--- src/rtl/dma_chain_pkg.sv ---
package dma_chain_pkg;
  localparam int TAG_W    = 64;
  localparam int ADDR_LSB = 32;
  localparam int IRQ_BIT  = 31;
  localparam int KIND_LSB = 28;
  localparam int HI_LSB   = 16;
  localparam int QWC_W    = 16;
  localparam int QW_SHIFT = 4;

  typedef enum logic [2:0] {
    K_REFSTOP = 3'd0,
    K_COUNT   = 3'd1,
    K_JUMP    = 3'd2,
    K_REF     = 3'd3,
    K_REFS    = 3'd4,
    K_CALL    = 3'd5,
    K_RET     = 3'd6,
    K_STOP    = 3'd7
  } tag_kind_e;

  typedef enum logic [1:0] {
    S_IDLE  = 2'd0,
    S_FETCH = 2'd1,
    S_BURST = 2'd2
  } walk_state_e;
endpackage

--- src/rtl/dma_addr_stack.sv ---
module dma_addr_stack #(
  parameter int AW    = 32,
  parameter int DEPTH = 2,
  localparam int PW   = $clog2(DEPTH + 1)
) (
  input  logic          clk_i,
  input  logic          rst_ni,
  input  logic          clr_i,
  input  logic          push_i,
  input  logic          pop_i,
  input  logic [AW-1:0] din_i,
  output logic [AW-1:0] top_o,
  output logic [PW-1:0] ptr_o,
  output logic          full_o,
  output logic          empty_o
);
  logic [AW-1:0] ent_q [DEPTH];
  logic [PW-1:0] ptr_q;

  assign full_o  = (ptr_q == PW'(DEPTH));
  assign empty_o = (ptr_q == '0);
  assign ptr_o   = ptr_q;

  always_ff @(posedge clk_i or negedge rst_ni) begin
    if (!rst_ni) begin
      for (int i = 0; i < DEPTH; i++) ent_q[i] <= '0;
    end else if (push_i && !full_o) begin
      for (int i = 0; i < DEPTH; i++)
        if (ptr_q == PW'(i)) ent_q[i] <= din_i;
    end
  end

  always_ff @(posedge clk_i or negedge rst_ni) begin
    if (!rst_ni)                 ptr_q <= '0;
    else if (clr_i)              ptr_q <= '0;
    else if (push_i && !full_o)  ptr_q <= ptr_q + PW'(1);
    else if (pop_i && !empty_o)  ptr_q <= ptr_q - PW'(1);
  end

  always_comb begin
    top_o = '0;
    for (int i = 0; i < DEPTH; i++)
      if (ptr_q == PW'(i + 1)) top_o = ent_q[i];
  end
endmodule

--- src/rtl/dma_tag_decode.sv ---
module dma_tag_decode
  import dma_chain_pkg::*;
#(
  parameter int AW = 32
) (
  input  logic [TAG_W-1:0] tag_i,
  input  logic [AW-1:0]    tadr_i,
  input  logic             full_i,
  input  logic             empty_i,
  input  logic [AW-1:0]    top_i,
  output logic [AW-1:0]    pay_addr_o,
  output logic [QWC_W-1:0] qwc_o,
  output logic [AW-1:0]    next_o,
  output logic [AW-1:0]    link_o,
  output logic             last_o,
  output logic             push_o,
  output logic             pop_o,
  output logic             irq_o,
  output logic             err_o
);
  tag_kind_e     kind;
  logic [AW-1:0] taddr, after_tag, after_pay;
  logic          uses_addr;
  logic          unused_mid;

  assign kind       = tag_kind_e'(tag_i[KIND_LSB +: 3]);
  assign taddr      = tag_i[ADDR_LSB +: AW];
  assign qwc_o      = tag_i[QWC_W-1:0];
  assign irq_o      = tag_i[IRQ_BIT];
  assign after_tag  = tadr_i + AW'(1 << QW_SHIFT);
  assign after_pay  = after_tag + (AW'(qwc_o) << QW_SHIFT);
  assign link_o     = after_pay;
  assign unused_mid = ^tag_i[KIND_LSB-1:QWC_W];

  always_comb begin
    pay_addr_o = after_tag;
    next_o     = after_pay;
    last_o     = 1'b0;
    push_o     = 1'b0;
    pop_o      = 1'b0;
    uses_addr  = 1'b0;
    unique case (kind)
      K_REFSTOP: begin pay_addr_o = taddr; last_o = 1'b1; uses_addr = 1'b1; end
      K_COUNT:   ;
      K_JUMP:    begin next_o = taddr; uses_addr = 1'b1; end
      K_REF,
      K_REFS:    begin pay_addr_o = taddr; next_o = after_tag; uses_addr = 1'b1; end
      K_CALL:    begin next_o = taddr; push_o = 1'b1; uses_addr = 1'b1; end
      K_RET: begin
        if (empty_i) last_o = 1'b1;
        else begin next_o = top_i; pop_o = 1'b1; end
      end
      K_STOP:    last_o = 1'b1;
      default:   ;
    endcase
  end

  assign err_o = (uses_addr && (taddr[QW_SHIFT-1:0] != '0)) ||
                 ((kind == K_CALL) && full_i);
endmodule

--- src/rtl/dma_chain_seq.sv ---
module dma_chain_seq
  import dma_chain_pkg::*;
#(
  parameter int  AW    = 32,
  parameter int  DEPTH = 2,
  localparam int SPW   = $clog2(DEPTH + 1)
) (
  input  logic             clk_i,
  input  logic             rst_ni,
  input  logic             start_i,
  input  logic [AW-1:0]    start_tadr_i,
  input  logic             tie_i,
  output logic             busy_o,
  output logic             tag_req_o,
  output logic [AW-1:0]    tag_addr_o,
  input  logic             tag_vld_i,
  input  logic [TAG_W-1:0] tag_data_i,
  output logic             burst_req_o,
  output logic [AW-1:0]    burst_addr_o,
  output logic [QWC_W-1:0] burst_qwc_o,
  input  logic             burst_ack_i,
  output logic [15:0]      tag_hi_o,
  output logic [SPW-1:0]   asp_o,
  output logic             irq_o,
  output logic             done_o,
  output logic             err_o
);
  walk_state_e      state_q;
  logic [AW-1:0]    tadr_q, madr_q, nxt_q;
  logic [QWC_W-1:0] qwc_q;
  logic             last_q, irqp_q, err_q, done_q, irq_q;
  logic [15:0]      hi_q;

  logic [AW-1:0]    d_pay, d_next, d_link, stk_top;
  logic [QWC_W-1:0] d_qwc;
  logic             d_last, d_push, d_pop, d_irq, d_err;
  logic             stk_full, stk_empty;
  logic             take, go, start_ok;

  assign take     = (state_q == S_FETCH) && tag_vld_i;
  assign go       = (state_q == S_IDLE) && start_i;
  assign start_ok = (start_tadr_i[QW_SHIFT-1:0] == '0);

  dma_tag_decode #(.AW(AW)) u_dec (
    .tag_i      (tag_data_i),
    .tadr_i     (tadr_q),
    .full_i     (stk_full),
    .empty_i    (stk_empty),
    .top_i      (stk_top),
    .pay_addr_o (d_pay),
    .qwc_o      (d_qwc),
    .next_o     (d_next),
    .link_o     (d_link),
    .last_o     (d_last),
    .push_o     (d_push),
    .pop_o      (d_pop),
    .irq_o      (d_irq),
    .err_o      (d_err)
  );

  dma_addr_stack #(.AW(AW), .DEPTH(DEPTH)) u_stk (
    .clk_i   (clk_i),
    .rst_ni  (rst_ni),
    .clr_i   (go && start_ok),
    .push_i  (take && d_push && !d_err),
    .pop_i   (take && d_pop && !d_err),
    .din_i   (d_link),
    .top_o   (stk_top),
    .ptr_o   (asp_o),
    .full_o  (stk_full),
    .empty_o (stk_empty)
  );

  always_ff @(posedge clk_i or negedge rst_ni) begin
    if (!rst_ni) begin
      state_q <= S_IDLE;
      tadr_q  <= '0;
      madr_q  <= '0;
      nxt_q   <= '0;
      qwc_q   <= '0;
      last_q  <= 1'b0;
      irqp_q  <= 1'b0;
      err_q   <= 1'b0;
      done_q  <= 1'b0;
      irq_q   <= 1'b0;
      hi_q    <= '0;
    end else begin
      done_q <= 1'b0;
      irq_q  <= 1'b0;
      unique case (state_q)
        S_IDLE: if (start_i) begin
          if (!start_ok) err_q <= 1'b1;
          else begin
            err_q   <= 1'b0;
            tadr_q  <= start_tadr_i;
            state_q <= S_FETCH;
          end
        end
        S_FETCH: if (tag_vld_i) begin
          hi_q <= tag_data_i[HI_LSB +: 16];
          if (d_err) begin
            err_q   <= 1'b1;
            state_q <= S_IDLE;
          end else if (d_qwc != '0) begin
            madr_q  <= d_pay;
            qwc_q   <= d_qwc;
            nxt_q   <= d_next;
            last_q  <= d_last;
            irqp_q  <= d_irq && tie_i;
            state_q <= S_BURST;
          end else begin
            // empty payload: step completes on the tag itself
            tadr_q  <= d_next;
            done_q  <= d_last;
            irq_q   <= d_irq && tie_i;
            state_q <= d_last ? S_IDLE : S_FETCH;
          end
        end
        S_BURST: if (burst_ack_i) begin
          tadr_q  <= nxt_q;
          done_q  <= last_q;
          irq_q   <= irqp_q;
          state_q <= last_q ? S_IDLE : S_FETCH;
        end
        default: state_q <= S_IDLE;
      endcase
    end
  end

  assign busy_o       = (state_q != S_IDLE);
  assign tag_req_o    = (state_q == S_FETCH);
  assign tag_addr_o   = tadr_q;
  assign burst_req_o  = (state_q == S_BURST);
  assign burst_addr_o = madr_q;
  assign burst_qwc_o  = qwc_q;
  assign tag_hi_o     = hi_q;
  assign irq_o        = irq_q;
  assign done_o       = done_q;
  assign err_o        = err_q;
endmodule

--- config.mk ---
export PLATFORM = sky130hd
export DESIGN_NAME = dma_chain_seq
export DESIGN_NICKNAME = d
export VERILOG_FILES = /design/src/rtl/dma_chain_pkg.sv /design/src/rtl/dma_addr_stack.sv /design/src/rtl/dma_tag_decode.sv /design/src/rtl/dma_chain_seq.sv
export SDC_FILE = /design/constraint.sdc
export NUM_CORES = 1
export LEC_CHECK = 0
export BUFFER_PORTS_ARGS = -buffer_cell sky130_fd_sc_hd__buf_2
export CAP_MARGIN = 5
export CORE_ASPECT_RATIO = 0.7
export CORE_UTILIZATION = 49
export DETAILED_ROUTE_END_ITERATION = 10
export PLACE_DENSITY = 0.71
export SLEW_MARGIN = 20
export SYNTH_ARGS = -nofsm -noshare
export SYNTH_HDL_FRONTEND = slang
export SYNTH_SLANG_ARGS = --single-unit
--- constraint.sdc ---
create_clock -name clk_i -period 10.6 [get_ports clk_i]
set_clock_uncertainty 0.05 [all_clocks]
set_input_delay 0.53 -clock clk_i [delete_from_list [all_inputs] [get_ports clk_i]]
set_output_delay 0.53 -clock clk_i [all_outputs]
set_load 0.01 [all_outputs]
# --- After elaboration in Yosys (flattened, before gate mapping) ---
# Index checks and enable logic that the tools add are counted.
totals:
  inputBits: 102
  word_cells: 119
  latchBits: 0
  output_inout_bits: 104
  regBits: 201
  romBits: 0
  mem_bits_rw: 0
  n_memories: 0
classes:
  order_cmp: 0
  mul: 0
  div: 0
  eq_ne: 17
  n_bitwise: 1
  muxes: 45
  reduce_logical: 38
  n_addsub: 4
  shifts: 0
ops:
  columns: ["op", "count"]
  rows:
  - ["$mux W32", 10]
  - ["$pmux W32 S3", 2]
  - ["$add A32 B20 Y32", 1]
  - ["$add A32 B5 Y32 const B", 1]
  - ["$mux W1", 19]
  - ["$mux W2", 9]
  - ["$reduce_bool A16 Y1", 1]
  - ["$eq A3 B3 Y1 const B", 4]
  - ["$logic_and A1 B1 Y1", 12]
  - ["$reduce_and A4 Y1", 3]
  - ["$ne A2 B2 Y1 const B", 4]
  - ["$pmux W1 S2", 4]
  - ["$reduce_and A7 Y1", 1]
  - ["$eq A3 B2 Y1 const B", 2]
  - ["$ne A2 B1 Y1 const B", 3]
  - ["$pmux W2 S3", 1]
  - ["$reduce_and A2 Y1", 3]
  - ["$reduce_bool A3 Y1", 2]
  - ["$reduce_or A2 Y1", 3]
  - ["$reduce_or A5 Y1", 1]
  - ["$eq A2 B1 Y1 const B", 2]
  - ["$eq A2 B2 Y1 const B", 2]
  - ["$logic_not A2 Y1", 2]
  - ["$logic_not A4 Y1", 1]
  - ["9 further kinds", 12]

# --- Depth between registers and ports, before layout ---
# Gate-level depths: netlist of run 1.
logic_depth:
  ltp_word: 11
  mapped_depth: 15
  mapped_depth_nobuf: 15

# --- Cells and area by module ---
# Synthesis of run 1 repeated with hierarchy kept, for this count alone.
hier_totals:
  hier_cells: 1111
  area_unflattened_um2: 12075.3
modules_own_cells:
  columns: ["module", "cells_each", "instances", "area_each_um2", "seq_area_each_um2"]
  rows:
  - ["dma_chain_seq", 476, 1, 5826.8, 3378.2]
  - ["dma_addr_stack", 193, 1, 3124.2, 1651.6]
  - ["dma_tag_decode", 442, 1, 3124.2, 0.0]

# --- Least setup slack after synthesis of run 1 ---
# No wires, ideal clock.
synth_path:
  path_type: "register to register"
  startpoint: "register tadr_q[4], in the netlist tag_addr_o[4]"
  endpoint: "register nxt_q[27]"
  synth_period_minus_slack_ps: 3774
  setup_ps: 125
  required_ps: 10425
  arrival_ps: 3599
  setup_slack_ps: 6826
  path_buffers: 1
  stages_incl_launch_ff: 16
  path_cell_list: "dfrtp_1 -> ha_1 -> and4_1 -> nand3_1 -> xnor2_1 -> ha_1 -> clkbuf_1 -> nor2_1 -> or3_1 -> o221a_2 -> a21oi_1 -> o2111ai_2 -> nor2_1 -> xnor2_1 -> o21ai_1 -> mux2_2"
synth_between:
  elab_chain_cells: 4
synth_lines:
  columns: ["element", "line", "text"]
  rows:
  - ["start: declaration", "dma_chain_seq.sv:29", "logic [AW-1:0] tadr_q, madr_q, nxt_q;"]
  - ["start signal: assignment", "dma_chain_seq.sv:95", "tadr_q <= start_tadr_i;"]
  - ["start signal: assignment", "dma_chain_seq.sv:113", "tadr_q <= d_next;"]
  - ["start signal: assignment", "dma_chain_seq.sv:120", "tadr_q <= nxt_q;"]
  - ["$add A32 B5 Y32 (*)", "dma_tag_decode.sv:30", "assign after_tag = tadr_i + AW'(1 << QW_SHIFT);"]
  - ["$add A32 B20 Y32", "dma_tag_decode.sv:31", "assign after_pay = after_tag + (AW'(qwc_o) << QW_SHIFT);"]
  - ["$mux W32", "dma_tag_decode.sv:50", "if (empty_i) last_o = 1'b1;"]
  - ["$pmux W32 S3 (*)", "dma_tag_decode.sv:42", "unique case (kind)"]
  - ["end signal: assignment", "dma_chain_seq.sv:107", "nxt_q <= d_next;"]
  - ["end: declaration", "dma_chain_seq.sv:29", null]
# Mark *: on every way between the ends. The rest lies on a longest branch, timed or not.
# A chain may end at the register's enable or synchronous reset.

# --- Worst setup path after layout of run 1 ---
layout_path:
  startpoint: "register tadr_q[4], in the netlist tag_addr_o[4]"
  endpoint: "register nxt_q[21]"
# The elaborated chain is that of the path after synthesis.

==> results_dict.tcl, run 1 <==
set metrics [dict create \
    main_combinational_cell_family_by_area_after_synthesis "compound AO/OA/AOI/OAI gates" \
    static-leakage-power_nw 6.34 \
    tritoncts.num_buffers 21 \
    synth_area_leader_cell "sky130_fd_sc_hd__dfrtp_1" \
    drt-vias-per-instance 6.19 \
    worst_path_max_delay_cell "sky130_fd_sc_hd__dfrtp_1" \
    post_synth_fa_ha_maj_area_fraction_pct 3.19 \
    postLayoutCoreUtil_pct 58.9 \
    whs_ns 0.00245 \
    drtIter0Drc 1281 \
    ys_warn_count 0 \
    core-area_mm2 0.0230 \
    path_max_fanout 9 \
    row_count 46 \
    synth_ff_type "sky130_fd_sc_hd__dfrtp_1" \
    finalHoldViolCount 0 \
    insertion_delay_ns 0.50 \
    crit-reg2reg-launch "tag_addr_o[4]" \
    share_of_the_synthesized_area_in_compound_gates_ao_oa_aoi_oai_pct 22.5 \
    dr.pass1.iters 5 \
    final.min_clock_period_ns 4.55 \
    setup.worst_path.class "register to register" \
    cp_num_cells 14 \
    final.period_utilization_pct 43.0 \
    globalplace.congestion 0.994 \
    ys_seq_area_share_pct 43.3 \
    timing.setup.tns_ns 0 \
    cap_violations 0 \
    num_antenna_cells 0 \
    tritoncts_clock_tree "done" \
    synthesis.area_mm2 0.0116 \
    synthesis.instances 1309 \
    synth_async_sr_flop_share_pct 100 \
    timing.fmax_ghz 0.220 \
    antenna_left 0 \
    grt_max_degree 77 \
    cts_root_buffer_type "sky130_fd_sc_hd__clkbuf_16" \
    required_ns 10.90 \
    grt_first_pass_wirelength_um 58700 \
    number_of_setup_violations_in_the_final_report 0 \
    synth_cell_types 71 \
    run_status "completed" \
    synth_simple_gate_area_share_pct 17.5 \
    detailedPlacementHpwl_um 28800 \
    cts_buffer_depth 3 \
    multiplexer_fraction_of_the_synthesized_cell_area_pct 5.86 \
    cp-startpoint "tag_addr_o[4]" \
    synth_xor_xnor_area_share_pct 3.84 \
    average_detailed_routed_wire_length_per_instance_um 22.0 \
    wirelength_um 39500 \
    critPathBufInv 0 \
    timing.max_slew.rel_slack_pct 24.9 \
    overflow 0 \
    via_count_of_the_first_global_routing_pass 9801 \
    fin_nets 1597 \
    fp.dieArea_mm2 0.0244 \
    cts.clk_slew.worst_paths_ns 0.06 \
    slowest_delay_ns 0.52 \
    grt_use_total_pct 32.3 \
    reg2reg_depth 14 \
    pwr_density_cell_mw_per_mm2 285 \
    post_cts_resize_count 0 \
    floorplan.initialDensity_pct 50.6 \
    cp-start-kind "register" \
    post_cts_hold_buffer_count 0 \
    irDropWorstVdd_uv 129 \
    worst_ep_arrival_time_ns 4.86 \
    syn_to_final_growth_pct 16.4 \
    rsz0062_at_grt "no" \
    synth.avg_cell_area_um2 8.88 \
    clock_sink_count 201 \
    worst_path_dominant_cell_family "compound AO/OA/AOI/OAI gates" \
    synth_top_area_share_pct 43.3 \
    synth-edff-count 0 \
    floorplan.io_pins 206 \
    critical_path.cell_chain "ha_1 -> and4_1 -> nand3_1 -> xnor2_1 -> ha_1 -> nor3_1 -> or3_1 -> o221a_2 -> a21oi_1 -> o22ai_1 -> xnor2_1 -> o211ai_1 -> o211ai_1 -> o21ai_0" \
    cts.repair_timing.setup_buffer_count 0 \
    min_path_type "input port to async pin" \
    drc 0 \
    cts_max_level 1 \
    cp-end-kind "register" \
    synth.top_cells.by_area "sky130_fd_sc_hd__dfrtp_1 (43%), sky130_fd_sc_hd__nand2_1 (6.7%), sky130_fd_sc_hd__o21ai_0 (6.2%)" \
    worstMarginPinSlew_ns 1.13 \
    post-place-cells 1755 \
    drive_gt1_share_pct 22.0 \
    floorplan.die.width_um 186 \
    yosys_reg_bits 201 \
    routed-via-count 11085 \
    synth_nets 1440 \
    antenna_found_initial 1 \
    final_max_slew_viol_count 0 \
    die_h_um 131 \
    final_cells 1792 \
    io_buffers 205 \
]
placed cells by master, fill, tap and decap left out, types with 5 or more instances in the layout:
master,count
sky130_fd_sc_hd__nand2_1,209
sky130_fd_sc_hd__buf_2,204
sky130_fd_sc_hd__dfrtp_1,201
sky130_fd_sc_hd__o21ai_0,144
sky130_fd_sc_hd__nor2_1,114
sky130_fd_sc_hd__a21oi_1,76
sky130_fd_sc_hd__mux2_2,48
sky130_fd_sc_hd__a221oi_1,33
sky130_fd_sc_hd__xnor2_1,32
sky130_fd_sc_hd__inv_1,31
sky130_fd_sc_hd__ha_1,27
sky130_fd_sc_hd__nand3_1,22
sky130_fd_sc_hd__clkbuf_16,21
sky130_fd_sc_hd__nor3_1,20
sky130_fd_sc_hd__xor2_1,19
sky130_fd_sc_hd__a22oi_1,17
sky130_fd_sc_hd__a21o_1,14
sky130_fd_sc_hd__mux2i_1,14
sky130_fd_sc_hd__a22o_1,13
sky130_fd_sc_hd__o22ai_1,12
sky130_fd_sc_hd__o31ai_1,12
sky130_fd_sc_hd__buf_4,12
sky130_fd_sc_hd__nand4_1,11
sky130_fd_sc_hd__nand2b_1,11
sky130_fd_sc_hd__o21a_1,11
sky130_fd_sc_hd__nor2b_1,10
sky130_fd_sc_hd__a221o_1,9
sky130_fd_sc_hd__nor4_1,8
sky130_fd_sc_hd__and2_1,8
sky130_fd_sc_hd__o211ai_1,8
sky130_fd_sc_hd__a222oi_1,8
sky130_fd_sc_hd__a31oi_1,7
sky130_fd_sc_hd__o221ai_1,7
sky130_fd_sc_hd__clkinv_2,6
sky130_fd_sc_hd__and3_1,5
sky130_fd_sc_hd__o21ai_1,5
final cells by class:
type                    count  area, um^2
fillers                  2060        9430
clock inverters             9        98.8
multi-input cells         993        6180
well taps                 312         390
flip-flops and latches    201        5030
inverters                  32         120
repair buffers            217        1120
clock buffers              28         582
worst register-to-register path, delay by kind of cell, from the launching register on:
family | cells | cell delay, ns
AOI/OAI and AO/OA | 6 | 1.40
xor gates and xnor gates | 2 | 0.89
adders and majority gates | 2 | 0.66
DFF | 1 | 0.52
and+or+nand+nor | 4 | 0.87
metal layers:
| metal | vias up | wire length [um] | GRT usage [%] |
|---|---|---|---|
| met1 | 5340 | 18200 | 49.7 |
| met4 | 2 | 693 | 6.22 |
| met2 | 658 | 15300 | 42.7 |
| met5 | - | 8 | 0 |
| li1 | 5034 | - | - |
| met3 | 51 | 5350 | 11.4 |
state kept, by name, summed over array words and instances (netlist names):
signal and count:
burst_addr_o 32, burst_qwc_o 16, done_o 1, err_o 1, irq_o 1, irqp_q 1
last_q 1, nxt_q 32, state_q 2, tag_addr_o 32, tag_hi_o 16, u_stk.ent_q 64
u_stk.ptr_o 2
path summary, 6_finish.rpt:
path                                     to  slack, ns
setup / recovery                  nxt_q[21]       6.05
hold / removal               tag_addr_o[17]      0.002
setup reg to reg                  nxt_q[21]       6.05
hold reg to reg            burst_addr_o[22]       0.42
max in group asynchronous   u_stk.ent_q[50]       9.17
min in group clk_i              tag_hi_o[5]       0.21
power breakdown:
group	switching, mW	internal, mW
registers	0.230	1.02
clock network	0.316	0.435
logic	1.20	0.657
total	1.74	2.11
stage by stage:
step | power, mW | cell area, um^2 | worst slack (ns)
global placement | 3.01 | 12800 | 6.30
CTS | 3.80 | 13500 | 6.23
floorplan | 2.36 | 11600 | 6.83
detailed placement | 3.04 | 12800 | 6.26
global route | 4.08 | 13500 | 5.91
finish | 3.85 | 13500 | 6.05
kinds of logic (layout without fill, tap and decap cells):
group,Yosys count,after routing
AO/OA/AOI/OAI,404,404
XOR/XNOR,51,51
adder cells (fa/ha/maj),29,29
buffers and inverters,115,286
flip-flops,201,201
multiplexers,62,62
AND/OR/NAND/NOR,447,447
Yosys cell counts, types with 12 or more instances:
library cell / count
sky130_fd_sc_hd__ha_1: 28
sky130_fd_sc_hd__o22ai_1: 12
sky130_fd_sc_hd__nand2_1: 209
sky130_fd_sc_hd__mux2_2: 48
sky130_fd_sc_hd__xor2_1: 19
sky130_fd_sc_hd__a21o_1: 14
sky130_fd_sc_hd__o21ai_0: 144
sky130_fd_sc_hd__inv_1: 32
sky130_fd_sc_hd__clkbuf_1: 72
sky130_fd_sc_hd__a22o_1: 13
sky130_fd_sc_hd__mux2i_1: 14
sky130_fd_sc_hd__a21oi_1: 76
sky130_fd_sc_hd__a22oi_1: 17
sky130_fd_sc_hd__nor2_1: 114
sky130_fd_sc_hd__xnor2_1: 32
sky130_fd_sc_hd__o31ai_1: 12
sky130_fd_sc_hd__dfrtp_1: 201
sky130_fd_sc_hd__a221oi_1: 33
sky130_fd_sc_hd__nand3_1: 23
sky130_fd_sc_hd__nor3_1: 20
Note: power is estimated with default switching activity, not from simulation.
==> run 2: changes to the inputs <==
--- a/config.mk
+++ b/config.mk
@@ -5,6 +5,7 @@
 export SDC_FILE = /design/constraint.sdc
 export NUM_CORES = 1
 export LEC_CHECK = 0
+export ABC_AREA = 1
 export BUFFER_PORTS_ARGS = -buffer_cell sky130_fd_sc_hd__buf_2
 export CAP_MARGIN = 5
 export CORE_ASPECT_RATIO = 0.7
==> constraint.sdc (replaced) <==
create_clock -name clk_i -period 4.73 [get_ports clk_i]
set_clock_uncertainty 0.05 [all_clocks]
set_input_delay 0.2365 -clock clk_i [delete_from_list [all_inputs] [get_ports clk_i]]
set_output_delay 0.2365 -clock clk_i [all_outputs]
set_load 0.01 [all_outputs]
==> results_dict.tcl, run 2 <==
set metrics [dict create \
    run_status "completed" \
    dr.pass1.iters 6 \
    num_antenna_cells 0 \
    synth.avg_cell_area_um2 7.05 \
    required_ns 5.08 \
    worst_path_dominant_cell_family "XOR/XNOR gates" \
    synth_cell_types 46 \
    cp-end-kind "register" \
    grt_use_total_pct 36.5 \
    final_area_mm2 0.0147 \
    slowest_delay_ns 0.48 \
    ys_warn_count 0 \
    synth_area_leader_cell "sky130_fd_sc_hd__dfrtp_1" \
    mostFrequentLayoutCell "sky130_fd_sc_hd__nand2_1" \
    irDropWorstVdd_uv 570 \
    synth_top_cells_by_count "sky130_fd_sc_hd__nand2_1 (628), sky130_fd_sc_hd__dfrtp_1 (201), sky130_fd_sc_hd__nor2_1 (162)" \
    via_count_of_the_first_global_routing_pass 12159 \
    die_h_um 132 \
    synth-edff-count 0 \
    wirelength_um 45000 \
    synthesis.area_mm2 0.0119 \
    overflow 0 \
    synth.top_cells.by_area "sky130_fd_sc_hd__dfrtp_1 (42%), sky130_fd_sc_hd__nand2_1 (20%), sky130_fd_sc_hd__o21ai_0 (6.1%)" \
    largest_register_ff_count 64 \
    rsz0062_at_grt "no" \
    timing.fmax_ghz 0.243 \
    fp.dieArea_mm2 0.0249 \
    fin_nets 2066 \
    pwr_density_cell_mw_per_mm2 666 \
    insertion_delay_ns 0.51 \
    drc 0 \
    floorplan.die.width_um 188 \
    syn_to_final_growth_pct 23.7 \
    timing.max_slew.rel_slack_pct 34.4 \
    path_max_fanout 6 \
    final.period_utilization_pct 87.2 \
    worstMarginPinSlew_ns 0.984 \
    postPlaceCellArea_mm2 0.0132 \
    grt_max_degree 118 \
    postLayoutCoreUtil_pct 62.0 \
    synth_top_area_share_pct 42.3 \
    post_cts_resize_count 0 \
    critical_path.cell_chain "ha_1 -> nand2_1 -> nor2_4 -> inv_1 -> nor2_1 -> xor2_1 -> ha_1 -> a21o_1 -> nor2_1 -> nand2_1 -> inv_1 -> o21ai_0 -> xnor2_1 -> nand2_1 -> o21ai_0 -> o21ai_0 -> inv_1 -> o21ai_0" \
    synth_async_sr_flop_share_pct 100 \
    routed-via-count 12769 \
    timing.setup.tns_ns 0 \
    antenna_found_initial 0 \
    globalplace.congestion 0.971 \
    grt_first_pass_wirelength_um 69800 \
    setup.worst_path.class "register to register" \
    synth_most_common_cell "sky130_fd_sc_hd__nand2_1" \
    nFillCells 2214 \
    floorplan.initialDensity_pct 50.1 \
    finalHoldViolCount 0 \
    synthesis.instances 1687 \
    tritoncts_clock_tree "done" \
    core-area_mm2 0.0238 \
    row_count 47 \
    drtIter0Drc 1453 \
    layout_common_cells "sky130_fd_sc_hd__nand2_1 (628), sky130_fd_sc_hd__buf_2 (204), sky130_fd_sc_hd__dfrtp_1 (201)" \
    clock_sink_count 201 \
    antenna_left 0 \
    io_buffers 205 \
    worst_ep_arrival_time_ns 4.47 \
    floorplan.io_pins 206 \
    ys_seq_area_share_pct 42.3 \
    cts_buffer_depth 3 \
    static-leakage-power_nw 7.43 \
    yosys_reg_bits 201 \
    average_detailed_routed_wire_length_per_instance_um 19.9 \
    cts.clk_slew.worst_paths_ns 0.06 \
    tritoncts.num_buffers 22 \
    worst_path_max_delay_cell "sky130_fd_sc_hd__xor2_1" \
    drt-vias-per-instance 5.64 \
    critPathBufInv 3 \
    largest_register "u_stk.ent_q" \
    synth_nets 1818 \
    cts_root_buffer_type "sky130_fd_sc_hd__clkbuf_16" \
    cts_max_level 1 \
    critical-path-top-cell-by-count "sky130_fd_sc_hd__o21ai_0" \
    synth_ff_type "sky130_fd_sc_hd__dfrtp_1" \
    cp-start-kind "register" \
    final_max_slew_viol_count 0 \
    number_of_setup_violations_in_the_final_report 0 \
    cap_violations 0 \
    detailedPlacementHpwl_um 31400 \
    min_path_type "input port to register" \
    drive_gt1_share_pct 14.3 \
    final.min_clock_period_ns 4.12 \
]
==> run 2: per-layer routing <==
layer,vias to the layer above,track usage (%),part of all wire (%)
li1,5955,-,-
met1,5986,55.3,45
met2,761,49.6,39
met3,67,13.1,14
met4,0,6.73,1.7
met5,-,0,0
==> run 2: final timing paths <==
kind                            depth (start not counted)               to             start  slack, ns
worst max-delay path                                   18   tag_addr_o[13]     tag_addr_o[4]       0.61
worst min-delay path                                    5   tag_addr_o[28]  start_tadr_i[28]       0.01
worst max register to register                         18   tag_addr_o[13]     tag_addr_o[4]       0.61
worst min register to register                          2      tag_hi_o[8]       tag_hi_o[8]       0.42
max in group asynchronous                               3      tag_hi_o[6]            rst_ni       3.24
min in group asynchronous                               2  u_stk.ent_q[34]            rst_ni       0.38
==> run 2: layout make-up <==
class	instances	area, um^2	area share, %
clock buffer	29	658	4.47
clock inverter	5	106	0.722
inverter	129	484	3.29
multi-input combinational	1276	6040	41.1
sequential	201	5030	34.2
tap	318	398	2.70
timing repair buffer	305	2000	13.6
==> run 2: power breakdown <==
| part | switching [mW] | internal [mW] | total [mW] | leakage [nW] |
|---|---|---|---|---|
| Clock | 0.738 | 1.13 | 1.87 | 0.379 |
| Sequential | 0.517 | 2.42 | 2.93 | 2.57 |
| Combinational | 3.41 | 1.58 | 5.00 | 4.49 |
| Total | 4.67 | 5.13 | 9.80 | 7.43 |
==> run 2: per-stage QoR <==
| stage | power (mW) | setup slack (ns) | hold slack [ns] | cells |
|---|---|---|---|---|
| after floorplan | 5.85 | 1.75 | -0.109 | 1687 |
| after global placement | 7.62 | 0.825 | 0.382 | 2153 |
| after detailed placement | 7.70 | 0.736 | 0.384 | 2153 |
| after CTS | 9.63 | 0.719 | 0.00179 | 2263 |
| after global routing | 10.4 | 0.230 | 0.0357 | 2263 |
| final | 9.80 | 0.606 | 0.0113 | 2263 |
==> run 2: repair_timing <==
action,CTS,global route
hold endpoints to repair,191,0
setup buffers,0,0
hold buffers,76,0
==> run 2: tightest hold or removal path: cells and delay by family <==
kind	cells	cell delay [ns]
AND/OR/NAND/NOR	4	0.23
buffers and inverters	1	0.08
==> run 2: cell families (layout without fill, tap and decap cells) <==
group	Yosys count	in the layout	synth area share [%]
adders and majority gates	29	29	3.11
xor gates and xnor gates	28	28	2.06
DFF	201	201	42.3
AOI/OAI and AO/OA	339	339	16.4
buffers and inverters	210	468	6.97
and+or+nand+nor	880	880	29.1
